File: config.mk
export PLATFORM = sky130hd
export DESIGN_NAME = cmd_list_engine
export DESIGN_NICKNAME = d
export VERILOG_FILES = /design/src/rtl/cle_pkg.sv /design/src/rtl/cle_decode.sv /design/src/rtl/cle_count_clamp.sv /design/src/rtl/cle_byte_store.sv /design/src/rtl/cmd_list_engine.sv
export SDC_FILE = /design/constraint.sdc
export NUM_CORES = 1
export LEC_CHECK = 0
export BUFFER_PORTS_ARGS = -buffer_cell sky130_fd_sc_hd__buf_2
export CAP_MARGIN = 40
export CORE_MARGIN = 10
export CORE_UTILIZATION = 45
export CTS_CLUSTER_DIAMETER = 50
export DETAILED_ROUTE_END_ITERATION = 8
export PLACE_DENSITY = 0.78
export SYNTH_ARGS = -nofsm -noshare
export SYNTH_HDL_FRONTEND = slang
export SYNTH_SLANG_ARGS = --single-unit
File: constraint.sdc
create_clock -name clk -period 10.35 [get_ports clk]
set_input_delay 2.5875 -clock clk [delete_from_list [all_inputs] [get_ports clk]]
set_output_delay 2.5875 -clock clk [all_outputs]
set_load 0.1 [all_outputs]
File: src/rtl/cle_pkg.sv
package cle_pkg;

    localparam logic [2:0] OP_NOP  = 3'd0;
    localparam logic [2:0] OP_ADDR = 3'd1;
    localparam logic [2:0] OP_CFG  = 3'd2;

    typedef enum logic [1:0] {
        UNIT_IDLE   = 2'b00,
        UNIT_ACTIVE = 2'b01,
        UNIT_SUSP   = 2'b10
    } unit_e;

    typedef enum logic [2:0] {
        SQ_IDLE,
        SQ_SUSP,
        SQ_CMD,
        SQ_LINK,
        SQ_DATA,
        SQ_UNPK,
        SQ_STAT
    } seq_e;

endpackage

File: src/rtl/cle_decode.sv
module cle_decode
    import cle_pkg::*;
(
    input  logic [15:0] cmd_i,
    output logic        last_o,
    output logic        susp_o,
    output logic        irq_o,
    output logic        is_addr_o,
    output logic        is_cfg_o,
    output logic        bad_o
);
    logic [2:0] op;
    logic       rsvd_set;

    always_comb begin
        op        = cmd_i[2:0];
        rsvd_set  = |cmd_i[12:3];
        last_o    = cmd_i[15];
        susp_o    = cmd_i[14];
        irq_o     = cmd_i[13];
        bad_o     = rsvd_set || (op > OP_CFG);
        is_addr_o = !bad_o && (op == OP_ADDR);
        is_cfg_o  = !bad_o && (op == OP_CFG);
    end
endmodule

File: src/rtl/cle_count_clamp.sv
module cle_count_clamp #(
    parameter int unsigned CNT_MIN = 8,
    parameter int unsigned CNT_MAX = 22,
    parameter int unsigned IDXW    = 5
) (
    input  logic [5:0]      raw_i,
    output logic [IDXW-1:0] cnt_o
);
    always_comb begin
        if (32'(raw_i) < CNT_MIN)
            cnt_o = IDXW'(CNT_MIN);
        else if (32'(raw_i) > CNT_MAX)
            cnt_o = IDXW'(CNT_MAX);
        else
            cnt_o = IDXW'(raw_i);
    end
endmodule

File: src/rtl/cle_byte_store.sv
module cle_byte_store #(
    parameter int unsigned ADDR_BYTES = 6,
    parameter int unsigned KEEP       = 8,
    parameter int unsigned IDXW       = 5
) (
    input  logic                    clk,
    input  logic                    rst_n,
    input  logic                    wr_i,
    input  logic                    sel_addr_i,
    input  logic [IDXW-1:0]         idx_i,
    input  logic [7:0]              byte_i,
    output logic [8*ADDR_BYTES-1:0] station_o,
    output logic [8*KEEP-1:0]       keep_o,
    output logic                    fwd_valid_o,
    output logic [IDXW-1:0]         fwd_idx_o,
    output logic [7:0]              fwd_data_o
);
    logic [7:0] sta_d [ADDR_BYTES];
    logic [7:0] sta_q [ADDR_BYTES];
    logic [7:0] kp_d  [KEEP];
    logic [7:0] kp_q  [KEEP];
    logic            fv_d, fv_q;
    logic [IDXW-1:0] fi_d, fi_q;
    logic [7:0]      fb_d, fb_q;

    for (genvar k = 0; k < ADDR_BYTES; k++) begin : g_sta
        assign sta_d[k] = (wr_i && sel_addr_i && idx_i == IDXW'(k)) ? byte_i : sta_q[k];
        assign station_o[8*(ADDR_BYTES-1-k) +: 8] = sta_q[k];
    end

    for (genvar k = 0; k < KEEP; k++) begin : g_keep
        assign kp_d[k] = (wr_i && !sel_addr_i && idx_i == IDXW'(k)) ? byte_i : kp_q[k];
        assign keep_o[8*k +: 8] = kp_q[k];
    end

    always_comb begin
        fv_d = wr_i && !sel_addr_i && (32'(idx_i) >= KEEP);
        fi_d = idx_i;
        fb_d = byte_i;
    end

    always_ff @(posedge clk or negedge rst_n) begin
        if (!rst_n) begin
            for (int k = 0; k < ADDR_BYTES; k++) sta_q[k] <= 8'hFF;
            for (int k = 0; k < KEEP; k++)       kp_q[k]  <= 8'h00;
            fv_q <= 1'b0;
            fi_q <= '0;
            fb_q <= '0;
        end else begin
            for (int k = 0; k < ADDR_BYTES; k++) sta_q[k] <= sta_d[k];
            for (int k = 0; k < KEEP; k++)       kp_q[k]  <= kp_d[k];
            fv_q <= fv_d;
            fi_q <= fi_d;
            fb_q <= fb_d;
        end
    end

    assign fwd_valid_o = fv_q;
    assign fwd_idx_o   = fi_q;
    assign fwd_data_o  = fb_q;
endmodule

File: src/rtl/cmd_list_engine.sv
module cmd_list_engine
    import cle_pkg::*;
#(
    parameter int unsigned AW         = 32,
    parameter int unsigned ADDR_BYTES = 6,
    parameter int unsigned CFG_KEEP   = 8,
    parameter int unsigned CFG_MIN    = 8,
    parameter int unsigned CFG_MAX    = 22,
    localparam int unsigned IDXW      = $clog2(CFG_MAX + 1)
) (
    input  logic                    clk,
    input  logic                    rst_n,
    input  logic [AW-1:0]           base_i,
    input  logic [AW-1:0]           head_i,
    input  logic                    start_i,
    input  logic                    resume_i,
    input  logic                    cna_en_i,
    output logic                    rd_req_o,
    output logic [AW-1:0]           rd_addr_o,
    input  logic                    rd_ack_i,
    input  logic [31:0]             rd_data_i,
    output logic                    wr_req_o,
    output logic [AW-1:0]           wr_addr_o,
    output logic [31:0]             wr_data_o,
    input  logic                    wr_ack_i,
    output logic [1:0]              unit_state_o,
    output logic                    cx_irq_o,
    output logic                    cna_irq_o,
    output logic [8*ADDR_BYTES-1:0] station_o,
    output logic [8*CFG_KEEP-1:0]   cfg_o,
    output logic                    fwd_valid_o,
    output logic [IDXW-1:0]         fwd_idx_o,
    output logic [7:0]              fwd_data_o
);
    localparam logic [AW-1:0] LINK_OFS = AW'(4);
    localparam logic [AW-1:0] DATA_OFS = AW'(8);

    typedef struct packed {
        seq_e            sq;
        logic [AW-1:0]   blk;
        logic [15:0]     cmd;
        logic [AW-1:0]   link;
        logic            ok;
        logic [IDXW-1:0] idx;
        logic [IDXW-1:0] cnt;
        logic [31:0]     word;
        logic            cx;
        logic            cna;
    } ctx_t;

    ctx_t ctx_d, ctx_q;

    logic            dc_last, dc_susp, dc_irq, dc_addr, dc_cfg, dc_bad;
    logic [7:0]      cur_byte;
    logic [IDXW-1:0] clamp_cnt;
    logic [IDXW-1:0] eff_cnt;
    logic            byte_wr;

    cle_decode u_decode (
        .cmd_i     (ctx_q.cmd),
        .last_o    (dc_last),
        .susp_o    (dc_susp),
        .irq_o     (dc_irq),
        .is_addr_o (dc_addr),
        .is_cfg_o  (dc_cfg),
        .bad_o     (dc_bad)
    );

    assign cur_byte = ctx_q.word[{ctx_q.idx[1:0], 3'b000} +: 8];

    cle_count_clamp #(
        .CNT_MIN (CFG_MIN),
        .CNT_MAX (CFG_MAX),
        .IDXW    (IDXW)
    ) u_clamp (
        .raw_i (cur_byte[5:0]),
        .cnt_o (clamp_cnt)
    );

    cle_byte_store #(
        .ADDR_BYTES (ADDR_BYTES),
        .KEEP       (CFG_KEEP),
        .IDXW       (IDXW)
    ) u_store (
        .clk         (clk),
        .rst_n       (rst_n),
        .wr_i        (byte_wr),
        .sel_addr_i  (dc_addr),
        .idx_i       (ctx_q.idx),
        .byte_i      (cur_byte),
        .station_o   (station_o),
        .keep_o      (cfg_o),
        .fwd_valid_o (fwd_valid_o),
        .fwd_idx_o   (fwd_idx_o),
        .fwd_data_o  (fwd_data_o)
    );

    always_comb begin
        ctx_d     = ctx_q;
        ctx_d.cx  = 1'b0;
        ctx_d.cna = 1'b0;
        byte_wr   = 1'b0;
        rd_req_o  = 1'b0;
        rd_addr_o = '0;
        wr_req_o  = 1'b0;
        wr_addr_o = '0;
        wr_data_o = '0;
        eff_cnt   = (dc_cfg && ctx_q.idx == '0) ? clamp_cnt : ctx_q.cnt;

        unique case (ctx_q.sq)
            SQ_IDLE: begin
                if (start_i) begin
                    ctx_d.blk = base_i + head_i;
                    ctx_d.sq  = SQ_CMD;
                end
            end
            SQ_SUSP: begin
                if (resume_i) begin
                    ctx_d.blk = base_i + ctx_q.link;
                    ctx_d.sq  = SQ_CMD;
                end
            end
            SQ_CMD: begin
                rd_req_o  = 1'b1;
                rd_addr_o = ctx_q.blk;
                if (rd_ack_i) begin
                    ctx_d.cmd = rd_data_i[31:16];
                    ctx_d.sq  = SQ_LINK;
                end
            end
            SQ_LINK: begin
                rd_req_o  = 1'b1;
                rd_addr_o = ctx_q.blk + LINK_OFS;
                if (rd_ack_i) begin
                    ctx_d.link = rd_data_i;
                    ctx_d.idx  = '0;
                    if (dc_bad) begin
                        ctx_d.ok = 1'b0;
                        ctx_d.sq = SQ_STAT;
                    end else if (dc_addr) begin
                        ctx_d.cnt = IDXW'(ADDR_BYTES);
                        ctx_d.sq  = SQ_DATA;
                    end else if (dc_cfg) begin
                        ctx_d.cnt = IDXW'(CFG_MAX);
                        ctx_d.sq  = SQ_DATA;
                    end else begin
                        ctx_d.ok = 1'b1;
                        ctx_d.sq = SQ_STAT;
                    end
                end
            end
            SQ_DATA: begin
                rd_req_o  = 1'b1;
                rd_addr_o = ctx_q.blk + DATA_OFS
                          + AW'({ctx_q.idx[IDXW-1:2], 2'b00});
                if (rd_ack_i) begin
                    ctx_d.word = rd_data_i;
                    ctx_d.sq   = SQ_UNPK;
                end
            end
            SQ_UNPK: begin
                byte_wr   = 1'b1;
                ctx_d.cnt = eff_cnt;
                if (ctx_q.idx + IDXW'(1) == eff_cnt) begin
                    ctx_d.ok = 1'b1;
                    ctx_d.sq = SQ_STAT;
                end else begin
                    ctx_d.idx = ctx_q.idx + IDXW'(1);
                    if (ctx_q.idx[1:0] == 2'b11)
                        ctx_d.sq = SQ_DATA;
                end
            end
            SQ_STAT: begin
                wr_req_o  = 1'b1;
                wr_addr_o = ctx_q.blk;
                wr_data_o = {ctx_q.cmd, 1'b1, 1'b0, ctx_q.ok, 13'b0};
                if (wr_ack_i) begin
                    ctx_d.cx = dc_irq;
                    if (dc_last) begin
                        ctx_d.sq  = SQ_IDLE;
                        ctx_d.cna = 1'b1;
                    end else if (dc_susp) begin
                        ctx_d.sq  = SQ_SUSP;
                        ctx_d.cna = cna_en_i;
                    end else begin
                        ctx_d.blk = base_i + ctx_q.link;
                        ctx_d.sq  = SQ_CMD;
                    end
                end
            end
            default: ctx_d.sq = SQ_IDLE;
        endcase
    end

    always_ff @(posedge clk or negedge rst_n) begin
        if (!rst_n) begin
            ctx_q    <= '0;
            ctx_q.sq <= SQ_IDLE;
        end else begin
            ctx_q <= ctx_d;
        end
    end

    always_comb begin
        case (ctx_q.sq)
            SQ_IDLE: unit_state_o = UNIT_IDLE;
            SQ_SUSP: unit_state_o = UNIT_SUSP;
            default: unit_state_o = UNIT_ACTIVE;
        endcase
    end

    assign cx_irq_o  = ctx_q.cx;
    assign cna_irq_o = ctx_q.cna;
endmodule

* After elaboration in Yosys (flattened, before gate mapping) *
Cells that the tools add are included.
Widths: inputs -> output; s select.

storage, ports and cells
  bits in registers = 254
  input bits = 103
  output and inout bits = 228
  word-level logic and storage cells = 148

operators by class
  add/sub/neg operators = 6
  magnitude comparators = 4
  equality and inequality tests = 32
  shift operators = 1
  muxes and demuxes = 41
  reductions and logical operators = 37

operator list
  kind                   number
  $pmux 32 s3            2
  $mux 32                4
  $mux 35                3
  $add 32x32->32         2
  $mux 5                 7
  $add 32x3->32 const B  1
  $add 32x4->32 const B  1
  $add 32x5->32          1
  $shiftx 32x6->8        1
  $ne 2x2->1 const B     11
  $pmux 11 s2            1
  $mux 3                 7
  $pmux 3 s7             1
  $eq 5x3->1 const B     4
  $logic_and 1x1->1      20
  $mux 11                1
  $eq 5x2->1 const B     2
  $mux 2                 5
  $reduce_or 10->1       1
  $eq 3x2->1 const B     3
  $eq 3x3->1 const B     3
  $mux 1                 9
  $ne 3x3->1 const B     3
  $reduce_and 7->1       1
  other kinds (23)       27

* Logic depth before layout (Yosys ltp) *
Gate-level depths: netlist of the first run.

  depth after elaboration = 9
  depth in mapped cells = 17

* Cells and area by module *
From an unflattened synthesis of the first run, not the netlist that was laid out.

second synthesis, totals
  cells, all modules = 1362
  area total of the unflattened synthesis = 14601.5 um^2

modules (own cells, without submodules)
  module           times used  cells each  area each (um^2)
  cmd_list_engine  1           1061        9651.8
  cle_byte_store   1           275         4775.8
  cle_decode       1           14          95.1
  cle_count_clamp  1           12          78.8

* Worst setup path after synthesis of the first run *
No wires, ideal clock.

  kind = register to output
  start = register ctx_q[43] in the netlist's numbering
  end = output rd_addr_o[10]
  arrival time = 6.565 ns
  data required time = 7.763 ns
  setup slack = 1.198 ns
  cell stages (with the launch flop) = 9
  path buffers = 0
  path through = dfrtp_1 > ha_1 > ha_1 > a21o_1 > a21oi_1 > or2_2 > o22ai_1 > a31oi_1 > a2111oi_0

between the ends
  cells in the longest elaborated chain, start to end = 2

RTL lines
  element                   RTL line                RTL
  start: declaration        cmd_list_engine.sv:51   ctx_t ctx_d, ctx_q;
  start signal: assignment  cmd_list_engine.sv:200  ctx_q <= ctx_d;
  $add 32x5->32             cmd_list_engine.sv:155  + AW'({ctx_q.idx[IDXW-1:2], 2'b00});
  $pmux 32 s3               cmd_list_engine.sv:110  unique case (ctx_q.sq)
  end: declaration          cmd_list_engine.sv:19   output logic [AW-1:0] rd_addr_o,

Every way passes these cells.

* Worst setup path in the final report of the first run *
Ends and elaborated chain as after synthesis.

==> results.py, run 1 <==
metrics = {
    "outcome": {
        "status": "finished clean",
    },
    "power": {
        "ir_drop_mv": 0.293,
        "cellLeakagePower_nw": 8.14,
        "p_per_area_nw_per_um2": 327,
    },
    "setup_path": {
        "endpoint_kind": "output port",
        "crit_path_frequent_cell": "ha_1",
        "ff2ff_path_depth": 17,
        "max_stage_delay_ns": 0.65,
        "rr_endpoint": "ctx_q[121]",
        "path_max_fanout": 8,
        "r2r_start": "ctx_q[125]",
        "cp_num_buf_inv": 1,
        "critPathSlowestCell": "a2111oi_0",
        "cp.depth": 9,
        "arrival_ns": 3.84,
        "path_delay_family": "compound AO/OA/AOI/OAI gates",
        "path_cells": "ha_1, ha_1, a21o_1, a21oi_1, or2_2, o22ai_1, a31oi_1, a2111oi_0, buf_2",
        "critical_path_class": "flip-flop to output port",
        "worstPathRequired_ns": 7.76,
        "reg2reg_setup_slack_ns": 4.72,
        "startpoint_type": "flip-flop",
    },
    "finish": {
        "syn_to_final_growth_pct": 21.3,
        "nets": 1711,
        "drive_gt1_share_pct": 43.2,
        "final_area_um2": 16800,
    },
    "placed_design": {
        "io_buffers": 316,
        "gp_congestion": 0.941,
        "dpl_cell_area_um2": 15700,
        "dpl.hpwl_um": 34600,
    },
    "logic_synthesis": {
        "synth_top_area_share_pct": 37.3,
        "synth_ff_type": "dfrtp_1",
        "synth.avg_cell_area_um2": 10.9,
        "syn_area_um2": 13800,
        "seq_area_frac_synth_pct": 46.5,
        "synthCells": 1272,
        "synthTopCellsByArea": "dfrtp_1 37%, mux2_2 17%, dfstp_2 9.1%",
        "synth-edff-count": 0,
        "yosys_warnings": 0,
        "synth_cell_type_count": 81,
        "synth_area_leader_cell": "dfrtp_1",
        "async_reset_ff_share_pct": 100,
        "ys_ff_latch": 254,
    },
    "detailed_routing": {
        "via_per_inst": 5.64,
        "drtPass1Iterations": 7,
        "num_vias": 11229,
        "drc": 0,
        "avgRoutedWirePerCell_um": 22.7,
        "drt_iter0_drc": 903,
        "wl_um": 45200,
        "drtAntennaViolNets": 0,
    },
    "global_routing": {
        "antenna_found_initial": 11,
        "grt_pass1_vias": 11414,
        "grt_max_degree": 100,
        "grt_pass1_wl_um": 69100,
        "gr-total-overflow": 0,
        "grt_util_all_layers_pct": 22.6,
    },
    "sta": {
        "finClkSkew_ns": 0.0174,
        "rsz0062_at_grt": "no",
        "relSlewSlack_pct": 42.2,
        "setup_viol_count_final": 0,
        "slew_violations": 0,
        "tns_ns": 0,
        "period_share_pct": 62.1,
        "worstMarginPinSlew_ns": 0.868,
        "fin_crit_ns": 6.43,
        "clock.fmax_mhz": 156,
        "hold_viol_final": 0,
    },
    "clock_tree": {
        "cts_root_buffer": "clkbuf_16",
        "cts_made_buffers": 30,
        "cts_resized": 0,
        "post_cts_buffers": 0,
        "clkSlewWorstSetupHoldPaths_ns": 0.06,
        "hold_buffers": 0,
        "max-clock-path-buffers": 3,
        "clk_latency_ns": 0.55,
        "tritoncts": "done",
        "h-tree-depth": 1,
        "cts.sinks": 254,
    },
    "die": {
        "start_util_pct": 45.4,
        "core_area_um2": 30400,
        "num_io_pins": 331,
        "die_h_um": 195,
        "die-width_um": 195,
        "dieArea_um2": 38100,
        "placementRows": 64,
    },
    "worst_hold_path": {
        "worstHoldPathType": "flip-flop to flip-flop",
        "min_to": "u_store.station_o[32]",
        "hold_depth": 2,
        "min_from": "u_store.station_o[32]",
    },
    "run": {
        "drv_cap": 0,
    },
}
==> metrics by stage <==
| step | utilization, % | total power [W] | instances | hold WS (ns) | worst slack, ns |
|---|---|---|---|---|---|
| 2_1_floorplan | - | 0.00373 | 1285 | 0.374 | 1.20 |
| 3_3_place_gp | 51.5 | 0.00436 | 1926 | 0.460 | 4.53 |
| 3_5_place_dp | 51.6 | 0.00440 | 1928 | 0.470 | 4.53 |
| 4_1_cts | 55.0 | 0.00548 | 1984 | 0.482 | 3.94 |
| 5_1_grt | 55.0 | 0.00574 | 1986 | 0.512 | 3.61 |
| 6_report | 55.1 | 0.00547 | 1990 | 0.479 | 3.92 |
==> per-layer routing <==
layer	wire length (um)	vias to the layer above	GRT usage (%)
met4	1620	6	7.95
met5	31	-	0
met1	19100	5564	29.5
li1	-	5140	-
met3	2650	89	3.94
met2	21700	430	37.1
==> state kept, by name (all words and copies together) (netlist names) <==
signal,count
ctx_q,126
u_store.keep_o,64
u_store.station_o,48
u_store.fwd_data_o,8
u_store.fwd_idx_o,5
cna_irq_o,1
cx_irq_o,1
u_store.fwd_valid_o,1
==> logic make-up (layout without fill, tap and decap cells) <==
| family | after synthesis | after routing | synth area share, % |
|---|---|---|---|
| XOR/XNOR | 43 | 43 | 2.73 |
| AO/OA/AOI/OAI | 257 | 257 | 11.6 |
| other | 1 | 20 | 0.0272 |
| adder cells (fa/ha/maj) | 46 | 46 | 4.24 |
| multiplexers | 226 | 226 | 19.0 |
| buffers and inverters | 113 | 416 | 3.64 |
| AND/OR/NAND/NOR | 332 | 332 | 12.3 |
| flip-flops | 254 | 254 | 46.5 |
==> layout by cell type (no fill, tap or decap), drive strengths merged, types with 17 or more instances in the layout <==
master    n
mux2    212
nand3    26
dfstp    48
nor2     64
o21ai    97
inv      33
nor3     17
and2     52
dfrtp   206
buf     329
xnor2    29
clkbuf   44
nand2   114
ha       42
a21oi    59
==> cells in the mapped netlist, types with 6 or more instances <==
cell,instances
and2_1,51
and3_1,7
nor2_1,64
o21a_1,8
xnor2_1,29
buf_4,16
ha_1,42
nand2_2,12
mux2_2,211
a22oi_1,6
nand2_1,102
a31oi_1,14
o21ai_0,88
a21o_1,9
dfrtp_1,206
buf_2,9
nor3_1,16
dfstp_2,48
o21bai_1,6
o21ai_1,9
clkbuf_1,51
nand4_1,11
xor2_1,14
mux4_2,8
inv_1,29
nand3_1,26
o22ai_1,11
mux2i_1,6
a211oi_1,6
a21oi_1,59
==> layout make-up <==
class / count / area, um2
Clock buffer: 44 / 873
Tap cell: 396 / 495
Antenna cell: 6 / 15.0
Timing Repair Buffer: 329 / 1730
Clock inverter: 12 / 153
Inverter: 31 / 116
Fill cell: 2699 / 13700
Sequential cell: 254 / 6420
Multi-Input combinational cell: 918 / 6960
==> worst max path at each step <==
stage	startpoint	end	slack, ns
2_1_floorplan	ctx_q[43]	rd_addr_o[10]	1.20
3_3_place_gp	ctx_q[42]	rd_addr_o[17]	4.53
3_5_place_dp	ctx_q[42]	rd_addr_o[17]	4.53
4_1_cts	ctx_q[42]	rd_addr_o[17]	3.94
5_1_grt	ctx_q[42]	rd_addr_o[27]	3.61
6_report	ctx_q[43]	rd_addr_o[10]	3.92
==> worst register-to-register path: cells and delay by family, from the launching register on <==
family | cells | cell delay [ns]
AOI/OAI and AO/OA | 7 | 1.81
buffers and inverters | 4 | 1.02
DFF | 1 | 0.88
and+or+nand+nor | 3 | 0.74
adders and majority gates | 2 | 0.67
muxes | 1 | 0.41
==> report_power, final <==
group / internal [W] / switching, W / leakage [nW]
registers: 0.00125 / 0.000295 / 3.17
logic: 0.000774 / 0.00209 / 4.46
clock network: 0.000641 / 0.000423 / 0.507
Power figures use the tool's default switching activity.
==> run 2, diff against run 1 <==
--- a/config.mk
+++ b/config.mk
@@ -11,7 +11,7 @@
 export CORE_UTILIZATION = 45
 export CTS_CLUSTER_DIAMETER = 50
 export DETAILED_ROUTE_END_ITERATION = 8
-export PLACE_DENSITY = 0.78
+export PLACE_DENSITY = 0.81
 export SYNTH_ARGS = -nofsm -noshare
 export SYNTH_HDL_FRONTEND = slang
 export SYNTH_SLANG_ARGS = --single-unit
==> constraint.sdc (replaced) <==
create_clock -name clk -period 5.5 [get_ports clk]
set_input_delay 1.375 -clock clk [delete_from_list [all_inputs] [get_ports clk]]
set_output_delay 1.375 -clock clk [all_outputs]
set_load 0.1 [all_outputs]
==> run 2 against run 1 <==
Compared with the run above:
- worst hold slack better by 0.0010 ns
- global-route usage increased by 0.33 points
- non-clock buffer count did not move
- sequential power is 86% higher
- highest routed layer unchanged
==> results.py, run 2 (synthesis results as in run 1) <==
metrics = {
    "placed_design": {
        "io_buffers": 316,
        "dpl.hpwl_um": 35000,
        "place_ws_ns": 0.897,
        "gp_congestion": 0.956,
        "dp_cells": 1928,
    },
    "sta": {
        "clock.fmax_mhz": 194,
        "finClkSkew_ns": 0.0116,
        "tns_ns": 0,
        "period_share_pct": 93.8,
        "rsz0062_at_grt": "no",
        "setup_viol_count_final": 0,
        "hold-worst-slack_ns": 0.480,
        "timing.final.ws_setup_ns": 0.343,
        "fin_crit_ns": 5.16,
        "worstMarginPinSlew_ns": 0.969,
        "slew_violations": 0,
        "relSlewSlack_pct": 35.4,
        "hold_viol_final": 0,
    },
    "clock_tree": {
        "hold_buffers": 0,
        "clkSlewWorstSetupHoldPaths_ns": 0.06,
        "cts.sinks": 254,
        "tritoncts": "done",
        "clk_latency_ns": 0.56,
        "cts_root_buffer": "clkbuf_16",
        "h-tree-depth": 1,
        "cts_made_buffers": 29,
        "max-clock-path-buffers": 3,
    },
    "power": {
        "pwr-share-seq_pct": 27.7,
        "p_per_area_nw_per_um2": 619,
        "ir_drop_mv": 0.588,
        "power.clock.fraction_pct": 19.8,
        "p_sw_w": 0.00530,
        "p_int_w": 0.00507,
        "p_sw_share_pct": 51.1,
        "combPwrFrac_pct": 52.5,
        "cellLeakagePower_nw": 8.15,
    },
    "outcome": {
        "status": "finished clean",
    },
    "setup_path": {
        "path_max_fanout": 9,
        "arrival_ns": 3.78,
        "worstPathRequired_ns": 4.12,
        "endpoint_kind": "output port",
        "critical_path_class": "flip-flop to output port",
        "startpoint_type": "flip-flop",
    },
    "detailed_routing": {
        "drtAntennaViolNets": 0,
        "via_per_inst": 5.72,
        "wl_um": 45600,
        "drtPass1Iterations": 8,
        "num_vias": 11351,
        "drt_iter0_drc": 897,
        "avgRoutedWirePerCell_um": 23.0,
        "drc": 0,
    },
    "finish": {
        "largest_register_ffs": 126,
        "syn_to_final_growth_pct": 21.4,
        "nets": 1710,
        "final_cell_mix": "315 x buf_2, 211 x mux2_2, 206 x dfrtp_1, 102 x nand2_1, 82 x o21ai_0",
        "fin_util_pct": 55.1,
        "num-fill-cells": 2679,
        "final_common_cell": "buf_2",
        "top_register": "ctx_q",
        "final_cells": 1984,
        "drive_gt1_share_pct": 43.6,
    },
    "global_routing": {
        "grt_max_degree": 132,
        "gr-total-overflow": 0,
        "grt_pass1_vias": 11730,
        "grt_pass1_wl_um": 70000,
        "grt_util_all_layers_pct": 23.0,
        "antenna_found_initial": 6,
    },
    "die": {
        "dieArea_um2": 38100,
        "die_h_um": 195,
        "start_util_pct": 45.4,
        "num_io_pins": 331,
        "placementRows": 64,
        "core_area_um2": 30400,
        "die-width_um": 195,
    },
    "run": {
        "drv_cap": 0,
    },
    "worst_hold_path": {
        "worstHoldPathType": "flip-flop to flip-flop",
    },
}
==> run 2: what timing repair did <==
action	4_1_cts	5_1_grt
buffers inserted	0	0
hold endpoints to repair	0	0
setup endpoints to repair	0	3
resized for setup	0	1
==> run 2: metal layers <==
layer  part of all wire, %  routed length (um)  GRT usage [%]
met1                    41               18800           29.7
met2                    47               21300           36.5
met3                   6.7                3050           4.49
met4                   5.1                2320           10.5
met5                  0.11                  52              0
==> run 2: final timing paths <==
| check | depth (start not counted) | endpoint | startpoint | slack [ns] |
|---|---|---|---|---|
| min in group asynchronous | 1 | u_store.keep_o[1] | rst_n | 0.87 |
| max in group asynchronous | 2 | ctx_q[120] | rst_n | 3.39 |
| max reg2reg | 15 | ctx_q[121] | ctx_q[127] | 0.86 |
| min | 2 | u_store.keep_o[48] | u_store.keep_o[48] | 0.48 |
| max | 10 | rd_addr_o[26] | ctx_q[97] | 0.34 |
| min reg2reg | 2 | u_store.keep_o[48] | u_store.keep_o[48] | 0.48 |
==> run 2: power by group through the flow <==
stage	sequential [W]	combinational [W]	clock [W]
2_1_floorplan	0.00293	0.00411	0
4_1_cts	0.00286	0.00544	0.00209
5_1_grt	0.00294	0.00579	0.00218
6_report	0.00287	0.00545	0.00206
3_3_place_gp	0.00288	0.00531	0
3_5_place_dp	0.00289	0.00542	0
==> run 2: through the flow <==
step / power, W / area [um2]
2_1_floorplan: 0.00704 / 13900
3_3_place_gp: 0.00820 / 15700
3_5_place_dp: 0.00831 / 15700
4_1_cts: 0.0104 / 16800
5_1_grt: 0.0109 / 16800
6_report: 0.0104 / 16800
==> run 2: final cells by class <==
class	count	area [um2]	share of cell area (%)
clock buffer	42	865	5.16
sequential	254	6420	38.3
timing repair buffer	329	1710	10.2
inverter	31	116	0.694
antenna	2	5.00	0.0298
multi-input combinational	918	6990	41.7
clock inverter	12	175	1.04
tap	396	495	2.96
==> run 2: critical path: stages (launching register included) <==
cell and delay [ns]:
dfrtp_1 0.55, ha_1 0.34, ha_1 0.29, a21o_1 0.11, a21oi_1 0.11, nor2_1 0.21, nand2_1 0.25, o22ai_1 0.46
a21oi_1 0.14, a31oi_1 0.27, buf_2 0.49
==> run 3, diff against run 2 <==
==> constraint.sdc (replaced) <==
create_clock -name clk -period 5.5 [get_ports clk]
set_input_delay 1.65 -clock clk [delete_from_list [all_inputs] [get_ports clk]]
set_output_delay 1.65 -clock clk [all_outputs]
set_load 0.1 [all_outputs]
==> run 3 against run 2 <==
Compared with the run above:
- register-to-register slack worse by 0.12 ns
- critical path type unchanged
- worst hold slack worse by 0.0020 ns
- clock power down 7%
- clock-buffer cell count up 3
- power down 0.80%
- clock skew up 0.0062 ns
- largest power group unchanged
- global-route usage down 0.32 points
- routed wire length down 0.70%
- first-iteration DRC count up 1.8%
==> results.py, run 3 (synthesis results as in run 1) <==
metrics = {
    "placed_design": {
        "dpl_cell_area_um2": 15800,
        "dpl.hpwl_um": 35000,
        "gp_congestion": 0.941,
        "io_buffers": 316,
    },
    "die": {
        "dieArea_um2": 38100,
        "start_util_pct": 45.4,
        "die-width_um": 195,
        "core_area_um2": 30400,
        "placementRows": 64,
        "num_io_pins": 331,
        "die_h_um": 195,
    },
    "clock_tree": {
        "cts.sinks": 254,
        "clk_latency_ns": 0.55,
        "max-clock-path-buffers": 3,
        "post_cts_buffers": 0,
        "clkSlewWorstSetupHoldPaths_ns": 0.06,
        "h-tree-depth": 1,
        "cts_root_buffer": "clkbuf_16",
        "hold_buffers": 0,
        "tritoncts": "done",
        "cts_made_buffers": 31,
    },
    "finish": {
        "top_register": "ctx_q",
        "drive_gt1_share_pct": 43.7,
        "num-fill-cells": 2618,
        "nets": 1716,
        "final_common_cell": "buf_2",
        "fin_util_pct": 55.2,
        "largest_register_ffs": 126,
        "final_area_um2": 16800,
        "final_cell_mix": "308 x buf_2, 211 x mux2_2, 205 x dfrtp_1, 102 x nand2_1, 79 x o21ai_0",
        "syn_to_final_growth_pct": 21.5,
    },
    "sta": {
        "clock.fmax_mhz": 187,
        "hold-worst-slack_ns": 0.478,
        "setup_viol_count_final": 0,
        "worstMarginPinSlew_ns": 0.866,
        "period_share_pct": 97.1,
        "finClkSkew_ns": 0.0178,
        "slew_violations": 0,
        "rsz0062_at_grt": "no",
        "fin_crit_ns": 5.34,
        "hold_viol_final": 0,
        "relSlewSlack_pct": 42.3,
        "tns_ns": 0,
    },
    "detailed_routing": {
        "highest_layer": "met5",
        "wl_met3_um": 2900,
        "met1_length_um": 19000,
        "avgRoutedWirePerCell_um": 22.7,
        "drc": 0,
        "drt_iter0_drc": 913,
        "wl_met2_um": 21500,
        "via_per_inst": 5.68,
        "wl_um": 45200,
        "num_vias": 11322,
        "drtAntennaViolNets": 0,
        "drtPass1Iterations": 6,
    },
    "setup_path": {
        "endpoint_kind": "output port",
        "arrival_ns": 3.69,
        "rr_endpoint": "ctx_q[112]",
        "r2r_start": "ctx_q[127]",
        "path_max_fanout": 8,
        "reg2reg_setup_slack_ns": 0.74,
        "critical_path_class": "flip-flop to output port",
        "startpoint_type": "flip-flop",
        "worstPathRequired_ns": 3.85,
        "ff2ff_path_depth": 15,
    },
    "global_routing": {
        "grt_util_all_layers_pct": 22.7,
        "gr-total-overflow": 0,
        "grt_max_degree": 111,
        "antenna_found_initial": 4,
        "grt_pass1_wl_um": 69000,
        "grt_pass1_vias": 11634,
    },
    "power": {
        "cellLeakagePower_nw": 8.14,
        "p_per_area_nw_per_um2": 613,
        "ir_drop_mv": 0.555,
    },
    "worst_hold_path": {
        "hold_depth": 2,
        "min_from": "u_store.keep_o[24]",
        "min_to": "u_store.keep_o[24]",
        "worstHoldPathType": "flip-flop to flip-flop",
    },
    "run": {
        "drv_cap": 0,
    },
    "outcome": {
        "status": "finished clean",
    },
}
run 3: changes by cell type in the layout (fill, tap and decap cells not counted), sizes merged:
cell | before | now
clkbuf | 42 | 50
clkinv | 5 | 6
buf | 329 | 328
bufinv | 3 | 0
clkinvlp | 0 | 1
inv | 35 | 37
run 3: how the worst max path moves through the flow:
stage | from | endpoint | slack, ns | depth (start not counted)
final | ctx_q[43] | rd_addr_o[10] | 0.16 | 9
after global routing | ctx_q[96] | rd_addr_o[25] | 0.02 | 13
after CTS | ctx_q[42] | rd_addr_o[25] | 0.05 | 13
after detailed placement | ctx_q[42] | rd_addr_o[17] | 0.58 | 13
after global placement | ctx_q[42] | rd_addr_o[17] | 0.70 | 13
after floorplan | ctx_q[43] | rd_addr_o[10] | 0.01 | 8
run 3: worst max-delay path, stage by stage, from the launching register on:
cell	delay, ns
dfrtp_1	0.47
ha_1	0.37
ha_1	0.29
a21o_1	0.11
a21oi_1	0.11
or2_2	0.32
o22ai_1	0.27
a31oi_1	0.15
a2111oi_2	0.52
buf_2	0.53
run 3: area by class of cell:
cell class	instances	area [um2]	share of cell area (%)
multi-input combinational	918	7000	41.7
sequential	254	6420	38.2
tap	396	495	2.95
antenna	2	5.00	0.0298
clock buffer	45	868	5.17
clock inverter	13	114	0.678
inverter	31	116	0.693
timing repair buffer	333	1770	10.5
run 3: what timing repair did:
item                                    CTS  global route
endpoints found under the setup margin    2            14
hold endpoints to repair                  0             0
resized for setup                         1            13
run 3: where the power goes:
| group | switching [W] | internal (W) | total, W |
|---|---|---|---|
| Clock | 0.000809 | 0.00111 | 0.00192 |
| Combinational | 0.00399 | 0.00150 | 0.00549 |
| Sequential | 0.000529 | 0.00235 | 0.00288 |
run 3: metrics by stage:
step	cells	total power, W	setup slack, ns
after floorplan	1285	0.00704	0.0127
after global placement	1931	0.00823	0.705
after detailed placement	1932	0.00834	0.583
after CTS	1990	0.0103	0.0490
after global routing	1992	0.0108	0.0152
final	1992	0.0103	0.158
run 3: per-layer routing:
layer  vias to the layer above  global-route usage, %
met5                         -                      0
met1                      5628                   29.2
met4                         4                   9.59
li1                       5140                      -
met3                        97                   4.11
met2                       453                   36.7
